### config.mk
export PLATFORM = sky130hd
export DESIGN_NAME = ddr_rd_trunc
export DESIGN_NICKNAME = d
export VERILOG_FILES = /design/src/rtl/ddr_rd_pkg.sv /design/src/rtl/rd_cmd_track.sv /design/src/rtl/rd_lat_line.sv /design/src/rtl/rd_burst_out.sv /design/src/rtl/ddr_rd_trunc.sv
export SDC_FILE = /design/constraint.sdc
export NUM_CORES = 1
export LEC_CHECK = 0
export ABC_AREA = 1
export BUFFER_PORTS_ARGS = -buffer_cell sky130_fd_sc_hd__buf_4
export CAP_MARGIN = 10
export CORE_UTILIZATION = 30
export CTS_BUF_LIST = sky130_fd_sc_hd__clkbuf_8
export DETAILED_ROUTE_END_ITERATION = 7
export GPL_TIMING_DRIVEN = 0
export PLACE_DENSITY = 0.47
export SYNTH_ARGS = -nofsm -noshare
export SYNTH_HDL_FRONTEND = slang
export SYNTH_SLANG_ARGS = --single-unit
### constraint.sdc
create_clock -name clk -period 1.9 [get_ports clk]
set_input_delay 0.38 -clock clk [delete_from_list [all_inputs] [get_ports clk]]
set_output_delay 0.38 -clock clk [all_outputs]
set_load 0.02 [all_outputs]
### src/rtl/ddr_rd_pkg.sv
package ddr_rd_pkg;

    typedef enum logic [1:0] {
        CMD_NOP  = 2'b00,
        CMD_READ = 2'b01,
        CMD_PRE  = 2'b10,
        CMD_RSV  = 2'b11
    } cmd_e;

    // Latency in half-clock ticks for each mode code
    function automatic logic [2:0] lat_ticks(input logic [1:0] mode);
        case (mode)
            2'd0:    lat_ticks = 3'd4;
            2'd1:    lat_ticks = 3'd5;
            default: lat_ticks = 3'd6;
        endcase
    endfunction

endpackage

### src/rtl/rd_cmd_track.sv
module rd_cmd_track #(
    parameter int BANK_W = 2,
    parameter int BURST  = 8
) (
    input  logic              clk,
    input  logic              rst_n,
    input  logic [1:0]        cmd,
    input  logic [BANK_W-1:0] bank,
    output logic              rd_push,
    output logic              cut_push
);
    import ddr_rd_pkg::*;

    localparam int AGE_W = $clog2(BURST);

    typedef struct packed {
        logic              live;
        logic [BANK_W-1:0] bank;
        logic [AGE_W-1:0]  age;
    } trk_t;

    trk_t st_q, st_d;

    always_comb begin
        st_d     = st_q;
        rd_push  = (cmd == CMD_READ);
        cut_push = 1'b0;
        if (st_q.live) begin
            if (st_q.age == AGE_W'(BURST - 1)) st_d.live = 1'b0;
            else                               st_d.age  = st_q.age + 1'b1;
        end
        if (cmd == CMD_PRE && st_q.live && bank == st_q.bank &&
            st_q.age < AGE_W'(BURST - 1)) begin
            cut_push  = 1'b1;
            st_d.live = 1'b0;
        end
        if (rd_push) begin
            st_d.live = 1'b1;
            st_d.bank = bank;
            st_d.age  = '0;
        end
    end

    always_ff @(posedge clk) begin
        if (!rst_n) st_q <= '0;
        else        st_q <= st_d;
    end


    cut_once_chk: assert property (@(posedge clk) disable iff (!rst_n)
        cut_push |=> !cut_push);

endmodule

### src/rtl/rd_lat_line.sv
module rd_lat_line #(
    parameter int PAY_W = 11,
    parameter int DEPTH = 6
) (
    input  logic                       clk,
    input  logic                       rst_n,
    input  logic [$clog2(DEPTH+1)-1:0] lat,
    input  logic                       rd_in,
    input  logic                       cut_in,
    input  logic [PAY_W-1:0]           pay_in,
    output logic                       pre_tap,
    output logic                       start_tap,
    output logic                       cut_tap,
    output logic [PAY_W-1:0]           pay_tap
);
    localparam int IDX_W = $clog2(DEPTH);

    typedef struct packed {
        logic [DEPTH-1:0]            rd;
        logic [DEPTH-1:0]            cut;
        logic [DEPTH-1:0][PAY_W-1:0] pay;
    } line_t;

    line_t st_q, st_d;
    logic [IDX_W-1:0] start_idx, pre_idx;

    always_comb begin
        st_d.rd     = {st_q.rd[DEPTH-2:0], rd_in};
        st_d.cut    = {st_q.cut[DEPTH-2:0], cut_in};
        st_d.pay[0] = pay_in;
        for (int i = 1; i < DEPTH; i++) st_d.pay[i] = st_q.pay[i-1];
        start_idx = IDX_W'(lat - 1'b1);
        pre_idx   = IDX_W'(lat - 2'd3);
        start_tap = st_q.rd[start_idx];
        cut_tap   = st_q.cut[start_idx];
        pay_tap   = st_q.pay[start_idx];
        pre_tap   = st_q.rd[pre_idx];
    end

    always_ff @(posedge clk) begin
        if (!rst_n) st_q <= '0;
        else        st_q <= st_d;
    end

endmodule

### src/rtl/rd_burst_out.sv
module rd_burst_out #(
    parameter int BANK_W = 2,
    parameter int COL_W  = 9,
    parameter int BURST  = 8
) (
    input  logic                    clk,
    input  logic                    rst_n,
    input  logic                    pre_go,
    input  logic                    start_go,
    input  logic                    cut_go,
    input  logic [BANK_W+COL_W-1:0] start_pay,
    output logic                    dq_valid,
    output logic [BANK_W+COL_W-1:0] dq_out,
    output logic                    dqs_oe,
    output logic                    dqs_out
);
    localparam int BEAT_W = $clog2(BURST);
    localparam int DATA_W = BANK_W + COL_W;

    typedef struct packed {
        logic              busy;
        logic [BEAT_W-1:0] beat;
        logic [DATA_W-1:0] base;
        logic              oe;
        logic              dqs;
    } out_t;

    out_t st_q, st_d;

    always_comb begin
        st_d = st_q;
        if (st_q.busy) begin
            if (st_q.beat == BEAT_W'(BURST - 1)) begin
                st_d.busy = 1'b0;
                st_d.oe   = 1'b0;
                st_d.dqs  = 1'b0;
            end else begin
                st_d.beat = st_q.beat + 1'b1;
                st_d.dqs  = ~st_q.dqs;
            end
        end
        if (pre_go) begin
            st_d.oe  = 1'b1;
            st_d.dqs = 1'b0;
        end
        if (start_go) begin
            st_d.busy = 1'b1;
            st_d.beat = '0;
            st_d.base = start_pay;
            st_d.oe   = 1'b1;
            st_d.dqs  = 1'b1;
        end
        if (cut_go) begin
            st_d.busy = 1'b0;
            st_d.oe   = 1'b0;
            st_d.dqs  = 1'b0;
        end
    end

    always_ff @(posedge clk) begin
        if (!rst_n) st_q <= '0;
        else        st_q <= st_d;
    end

    assign dq_valid = st_q.busy;
    assign dqs_oe   = st_q.oe;
    assign dqs_out  = st_q.dqs;
    assign dq_out   = {st_q.base[DATA_W-1:BEAT_W],
                       st_q.base[BEAT_W-1:0] + st_q.beat};


    dqs_toggle_chk: assert property (@(posedge clk) disable iff (!rst_n)
        dq_valid && $past(dq_valid) |-> dqs_out != $past(dqs_out));

    oe_cover_chk: assert property (@(posedge clk) disable iff (!rst_n)
        dq_valid |-> dqs_oe);

    preamble_chk: assert property (@(posedge clk) disable iff (!rst_n)
        $rose(dq_valid) |-> dqs_out && $past(dqs_oe) && !$past(dqs_out) && $past(dqs_oe, 2));

    beat_seq_chk: assert property (@(posedge clk) disable iff (!rst_n)
        dq_valid && $past(dq_valid) |->
        dq_out[BEAT_W-1:0] == $past(dq_out[BEAT_W-1:0]) + 1'b1);

    release_chk: assert property (@(posedge clk) disable iff (!rst_n)
        $fell(dq_valid) |-> !dqs_oe && !dqs_out);

endmodule

### src/rtl/ddr_rd_trunc.sv
module ddr_rd_trunc #(
    parameter int BANK_W  = 2,
    parameter int COL_W   = 9,
    parameter int BURST   = 8,
    parameter int LAT_MAX = 6
) (
    input  logic                    clk,
    input  logic                    rst_n,
    input  logic [1:0]              cl_mode,
    input  logic [1:0]              cmd,
    input  logic [BANK_W-1:0]       bank,
    input  logic [COL_W-1:0]        col,
    output logic                    dq_valid,
    output logic [BANK_W+COL_W-1:0] dq_out,
    output logic                    dqs_oe,
    output logic                    dqs_out
);
    localparam int DATA_W = BANK_W + COL_W;
    localparam int LAT_W  = $clog2(LAT_MAX + 1);

    logic              rd_push, cut_push;
    logic              pre_tap, start_tap, cut_tap;
    logic [DATA_W-1:0] pay_tap;
    logic [LAT_W-1:0]  lat;

    assign lat = LAT_W'(ddr_rd_pkg::lat_ticks(cl_mode));

    rd_cmd_track #(.BANK_W(BANK_W), .BURST(BURST)) u_track (
        .clk(clk), .rst_n(rst_n), .cmd(cmd), .bank(bank),
        .rd_push(rd_push), .cut_push(cut_push)
    );

    rd_lat_line #(.PAY_W(DATA_W), .DEPTH(LAT_MAX)) u_line (
        .clk(clk), .rst_n(rst_n), .lat(lat),
        .rd_in(rd_push), .cut_in(cut_push), .pay_in({bank, col}),
        .pre_tap(pre_tap), .start_tap(start_tap), .cut_tap(cut_tap),
        .pay_tap(pay_tap)
    );

    rd_burst_out #(.BANK_W(BANK_W), .COL_W(COL_W), .BURST(BURST)) u_out (
        .clk(clk), .rst_n(rst_n),
        .pre_go(pre_tap), .start_go(start_tap), .cut_go(cut_tap),
        .start_pay(pay_tap),
        .dq_valid(dq_valid), .dq_out(dq_out),
        .dqs_oe(dqs_oe), .dqs_out(dqs_out)
    );

endmodule

* Word-level counts from Yosys, hierarchy flattened
Cells that the tools add are included.
** Word-level totals
- Flip-flop bits (word level) :: 101
- Output and inout bits :: 14
** Operators by class
- Eq/ne operators :: 6
- $add $sub $neg :: 5
- Bitwise gates (word level) :: 4
- Mux-type cells :: 24
- Order comparisons :: 3
- Reduce and logical (&&, ||, !) cells :: 12
** Operators with widths (number)
- $bmux 11 s3 :: 1
- $mux 17 :: 1
- $mux 11 :: 1
- $mux 1 :: 10
- $bmux 1 s3 :: 3
- $mux 3 :: 3
- $lt 3x4->1 const B :: 2
- $add 3x1->3 const B :: 2
- $eq 3x3->1 const B :: 2
- $mux 6 :: 1
- $reduce_and 2->1 :: 3
- $reduce_bool 3->1 :: 2
- $reduce_or 2->1 :: 3
- $eq 2x1->1 const B :: 2
- $mux 2 :: 2
- $mux 4 :: 1
- $not 1->1 :: 4
- $pmux 2 s2 :: 1
- $add 3x3->3 :: 1
- $logic_and 1x1->1 :: 3
- $lt 3x3->1 const B :: 1
- $sub 3x1->3 const B :: 1
- $sub 3x2->3 const B :: 1
- $eq 2x2->1 :: 1
- other kinds (2) :: 2

* Longest topological paths before layout
- Depth in word-level cells :: 7
- Gate-level depth with buffers :: 8

* Modules after synthesis
From an unflattened synthesis, not the netlist that was laid out.
** Unflattened totals
- Cell total of the unflattened synthesis :: 643
- Area, all modules :: 4375.4 um^2
** By module, submodules not included
- rd_lat_line :: area an instance 3241.9 um^2, instances 1, cells each 487
- rd_burst_out :: area an instance 789.5 um^2, instances 1, cells each 103
- rd_cmd_track :: area an instance 329.1 um^2, instances 1, cells each 49
- ddr_rd_trunc :: area an instance 15.0 um^2, instances 1, cells each 4

* Worst setup path after synthesis
Ideal clock, no wire load.
- Kind :: reg-to-output
- Start point :: reg u_out.st_q[13] (netlist name)
- End point :: out dq_out[2]
- Arrival :: 1.276 ns
- Path buffers :: 0
- Required time :: 1.520 ns
- Stages on the path, launching flop included :: 4
- Setup slack :: 0.244 ns
- Cell sequence :: dfxtp_1 > ha_1 > fa_1 > xnor2_1
** On the way
- Cells in the longest elaborated chain, start to end :: 1
** Ends and longest elaborated chain
- from (decl) :: RTL line rd_burst_out.sv:28 : out_t st_q, st_d;
- from (signal assigned) :: RTL line rd_burst_out.sv:62 : else st_q <= st_d;
- $add 3x3->3 :: RTL line rd_burst_out.sv:69 : st_q.base[BEAT_W-1:0] + st_q.beat};
- to (decl) :: RTL line ddr_rd_trunc.sv:14 : output logic [BANK_W+COL_W-1:0] dq_out,
No other way between the ends.

* Worst setup path after layout
- Start point :: reg u_out.st_q[2] (netlist name)
- End point :: out dq_out[1]
The elaborated chain is that of the path after synthesis.

==> out/qor.yml <==
run_status:
  outcome: "finished clean"
finish:
  final_nets: 505
  n_antenna_cell: 0
  post-route-util_pct: 36.3
  area_delta_synth_final_pct: 17.6
  final_area_um2: 4160
  final_cell_count_no_fill: 630
  drive_above_1_share_pct: 14.8
setup_path:
  worstPathCellList: "ha_4 -> fa_2 -> buf_6"
  worst-path-max-fanout: 2
  wp_data_required_ns: 1.52
  timing.critical_path.slowest_stage_cell: "sky130_fd_sc_hd__fa_2"
  longest_individual_stage_delay_on_the_worst_path_ns: 0.52
  path_buf_inv: 1
  path_delay_family: "adder cells"
  critical_path_sink_type: "output port"
  critical_path_arrival_ns: 1.49
  worst_setup_path_start_kind: "flip-flop"
  setup.worst_path.class: "flip-flop to output port"
clocking:
  numCtsBuffers: 9
  clk_path_buf_depth: 2
  cts.hold.buffers_added: 0
  clk_latency_ns: 0.35
  postCtsSetupBuffers: 0
  clk_transition_reported_paths_ns: 0.10
  clock_tree_from_tritoncts: "built"
  cts-root-buf: "sky130_fd_sc_hd__clkbuf_8"
  cts_sinks: 101
  htreeDepth: 3
synthesis:
  post_synth_instance_area_um2: 3530
  post_synth_inst_count: 442
  syn_nets: 465
  ys_warn_count: 0
  postSynthAreaPerCell_um2: 8.00
  yosys_reg_bits: 101
  synthFlopType: "sky130_fd_sc_hd__dfxtp_1"
  synth-edff-count: 0
  synthDominantAreaCellType: "sky130_fd_sc_hd__dfxtp_1"
  ys_top_cells_by_area: "sky130_fd_sc_hd__dfxtp_1, sky130_fd_sc_hd__nand2_1, sky130_fd_sc_hd__inv_1"
  async_flop_share_pct: 0
  share_of_the_yosys_chip_area_belonging_to_registers_pct: 57.2
  synth_top_cell_area_share_pct: 57.2
  synth.distinct_cells: 27
power_and_ir_drop:
  share_seq_of_total_power_pct: 58.7
  p_sw_share_pct: 23.1
  power.share.clock_pct: 36.7
  power.switching_mw: 0.858
  pint_mw: 2.85
  cellLeakagePower_nw: 2.36
  power.density_nw_per_um2: 893
  logic_pwr_share_pct: 4.5
  post-layout-total-power_mw: 3.71
  ir_worst_vdd_uv: 407
place:
  placement.setup.worst_slack_ns: 0.301
  cell_count_post_placement: 614
  io_buffer_count: 29
  gp_congestion: 0.735
  dpl.hpwl_mm: 4.00
  placedInstanceArea_um2: 3930
route:
  wire_per_inst_um: 9.02
  antenna_left: 0
  drt_wl_total_mm: 5.68
  detail_route.vias_per_cell: 3.85
  route.detailed.drc: 0
  routed-via-count: 2428
  drt_iter0_drc: 99
  drt_pass1_iterations: 6
floorplanning:
  die_height_um: 111
  initial_utilization_pct: 30.8
  die_width_um: 111
  total_die_area_um2: 12200
  ioPinCount: 31
  core_area_um2: 11500
  rows: 39
sta:
  final_max_slew_viol_count: 0
  grt_setup_unrepaired: "true"
  min_period_over_period_pct: 98.6
  max_clock_freq_mhz: 534
  number_of_hold_violations_in_the_final_report: 0
  max_clock_skew_ns: 0.00901
  report.final.setup_viol: 0
  post-route-min-period_ns: 1.87
  final.hold.worst_slack_ns: 0.197
  timing.max_slew.rel_slack_pct: 65.8
  timing.setup.tns_ns: 0
  tightestPinTransition_ns: 0.513
  final_critical_path_setup_slack_ns: 0.0259
hold_path:
  timing.hold.worst.class: "input port to flip-flop"
global_route:
  first_global_vias: 2225
  global_route_wire_length_before_repair_mm: 10.0
  grt_start_max_net_pins: 19
  gr-usage-all-layers_pct: 10.2
  grt_antenna_before_repair: 0
  grt_remaining_overflow: 0
job:
  drv_cap: 0
placed cells by master, fill, tap and decap left out, drive strengths merged:
| cell | count |
|---|---|
| or2 | 2 |
| o21ai | 10 |
| buf | 47 |
| nor3b | 1 |
| dfxtp | 101 |
| clkinvlp | 1 |
| fa | 1 |
| nand2 | 137 |
| clkinv | 3 |
| xor2 | 3 |
| xnor2 | 2 |
| inv | 91 |
| a21boi | 1 |
| nand3 | 20 |
| clkbuf | 14 |
| nor2 | 38 |
| bufinv | 1 |
| a21oi | 8 |
| ha | 5 |
| and3 | 1 |
synthesized netlist by cell type, types with 2 or more instances:
library cell and count:
sky130_fd_sc_hd__inv_2 2, sky130_fd_sc_hd__dfxtp_1 101, sky130_fd_sc_hd__buf_6 2, sky130_fd_sc_hd__xnor2_1 2, sky130_fd_sc_hd__clkbuf_1 5, sky130_fd_sc_hd__inv_1 87
sky130_fd_sc_hd__nand3_1 18, sky130_fd_sc_hd__buf_4 9, sky130_fd_sc_hd__buf_1 4, sky130_fd_sc_hd__ha_1 5, sky130_fd_sc_hd__a21oi_1 8, sky130_fd_sc_hd__xor2_1 3
sky130_fd_sc_hd__buf_2 3, sky130_fd_sc_hd__nor2_1 36, sky130_fd_sc_hd__nand2_1 136, sky130_fd_sc_hd__o21ai_0 10
final timing paths:
check / cells after the start / startpoint / slack (ns) / to
setup / recovery: 3 / u_out.st_q[2]$_SDFFE_PN0P_ / 0.03 / dq_out[1]
hold / removal: 3 / col[2] / 0.20 / u_line.st_d[13]$_SDFF_PN0_
setup reg to reg: 7 / u_out.st_q[13]$_SDFFE_PP0P_ / 0.51 / u_out.dqs_out$_SDFFE_PP0P_
hold reg to reg: 2 / u_line.st_d[12]$_SDFF_PN0_ / 0.41 / u_line.st_d[23]$_SDFF_PN0_
per-layer routing:
metal	up-vias	global-route usage (%)	share of wire, %
li1	1349	-	-
met1	1034	13.1	51
met2	38	15.4	43
met3	7	3.18	3.9
met4	0	4.80	2.1
met5	-	0	0
power groups by stage:
stage | clock [mW] | combinational [mW] | sequential [mW]
final | 1.36 | 0.168 | 2.18
after global routing | 1.51 | 0.195 | 2.19
after CTS | 1.43 | 0.173 | 2.18
after detailed placement | 0 | 0.172 | 2.23
after global placement | 0 | 0.169 | 2.23
after floorplan | 0 | 0.106 | 2.23
cell type report:
cell class                 count  area, um2
multi-input combinational    229       1050
clock inverter                 7       81.3
fill                        1188       7310
sequential                   101       2020
buffer                        23        139
tap                          143        179
timing repair buffer          29        221
inverter                      89        334
clock buffer                   9        124
cells by family after synthesis:
family | Yosys count | synth area share (%)
buffers and inverters | 112 | 13.4
DFF | 101 | 57.2
adders and majority gates | 6 | 2.34
AOI/OAI and AO/OA | 19 | 2.76
xor gates and xnor gates | 5 | 1.24
and+or+nand+nor | 199 | 23.1
timing repair:
action | 4_1_cts | 5_1_grt
pin swaps | 1 | 0
setup endpoints to repair | 2 | 2
gates resized for setup | 5 | 1
state kept, by name (all words and copies together) (netlist names):
name            cells
u_line.st_d        65
u_line.st_q        13
u_out.dq_out        8
u_out.dq_valid      1
u_out.dqs_oe        1
u_out.dqs_out       1
u_out.st_q          6
u_track.st_q        6
worst register-to-register path: cells and delay by family (launching register included):
kind            cells  cell delay (ns)
compound gates      2             0.30
buf+inv             1             0.08
simple gates        2             0.21
fa+ha+maj           2             0.39
flops               1             0.35
No activity file was read; power rests on OpenSTA's default activity.
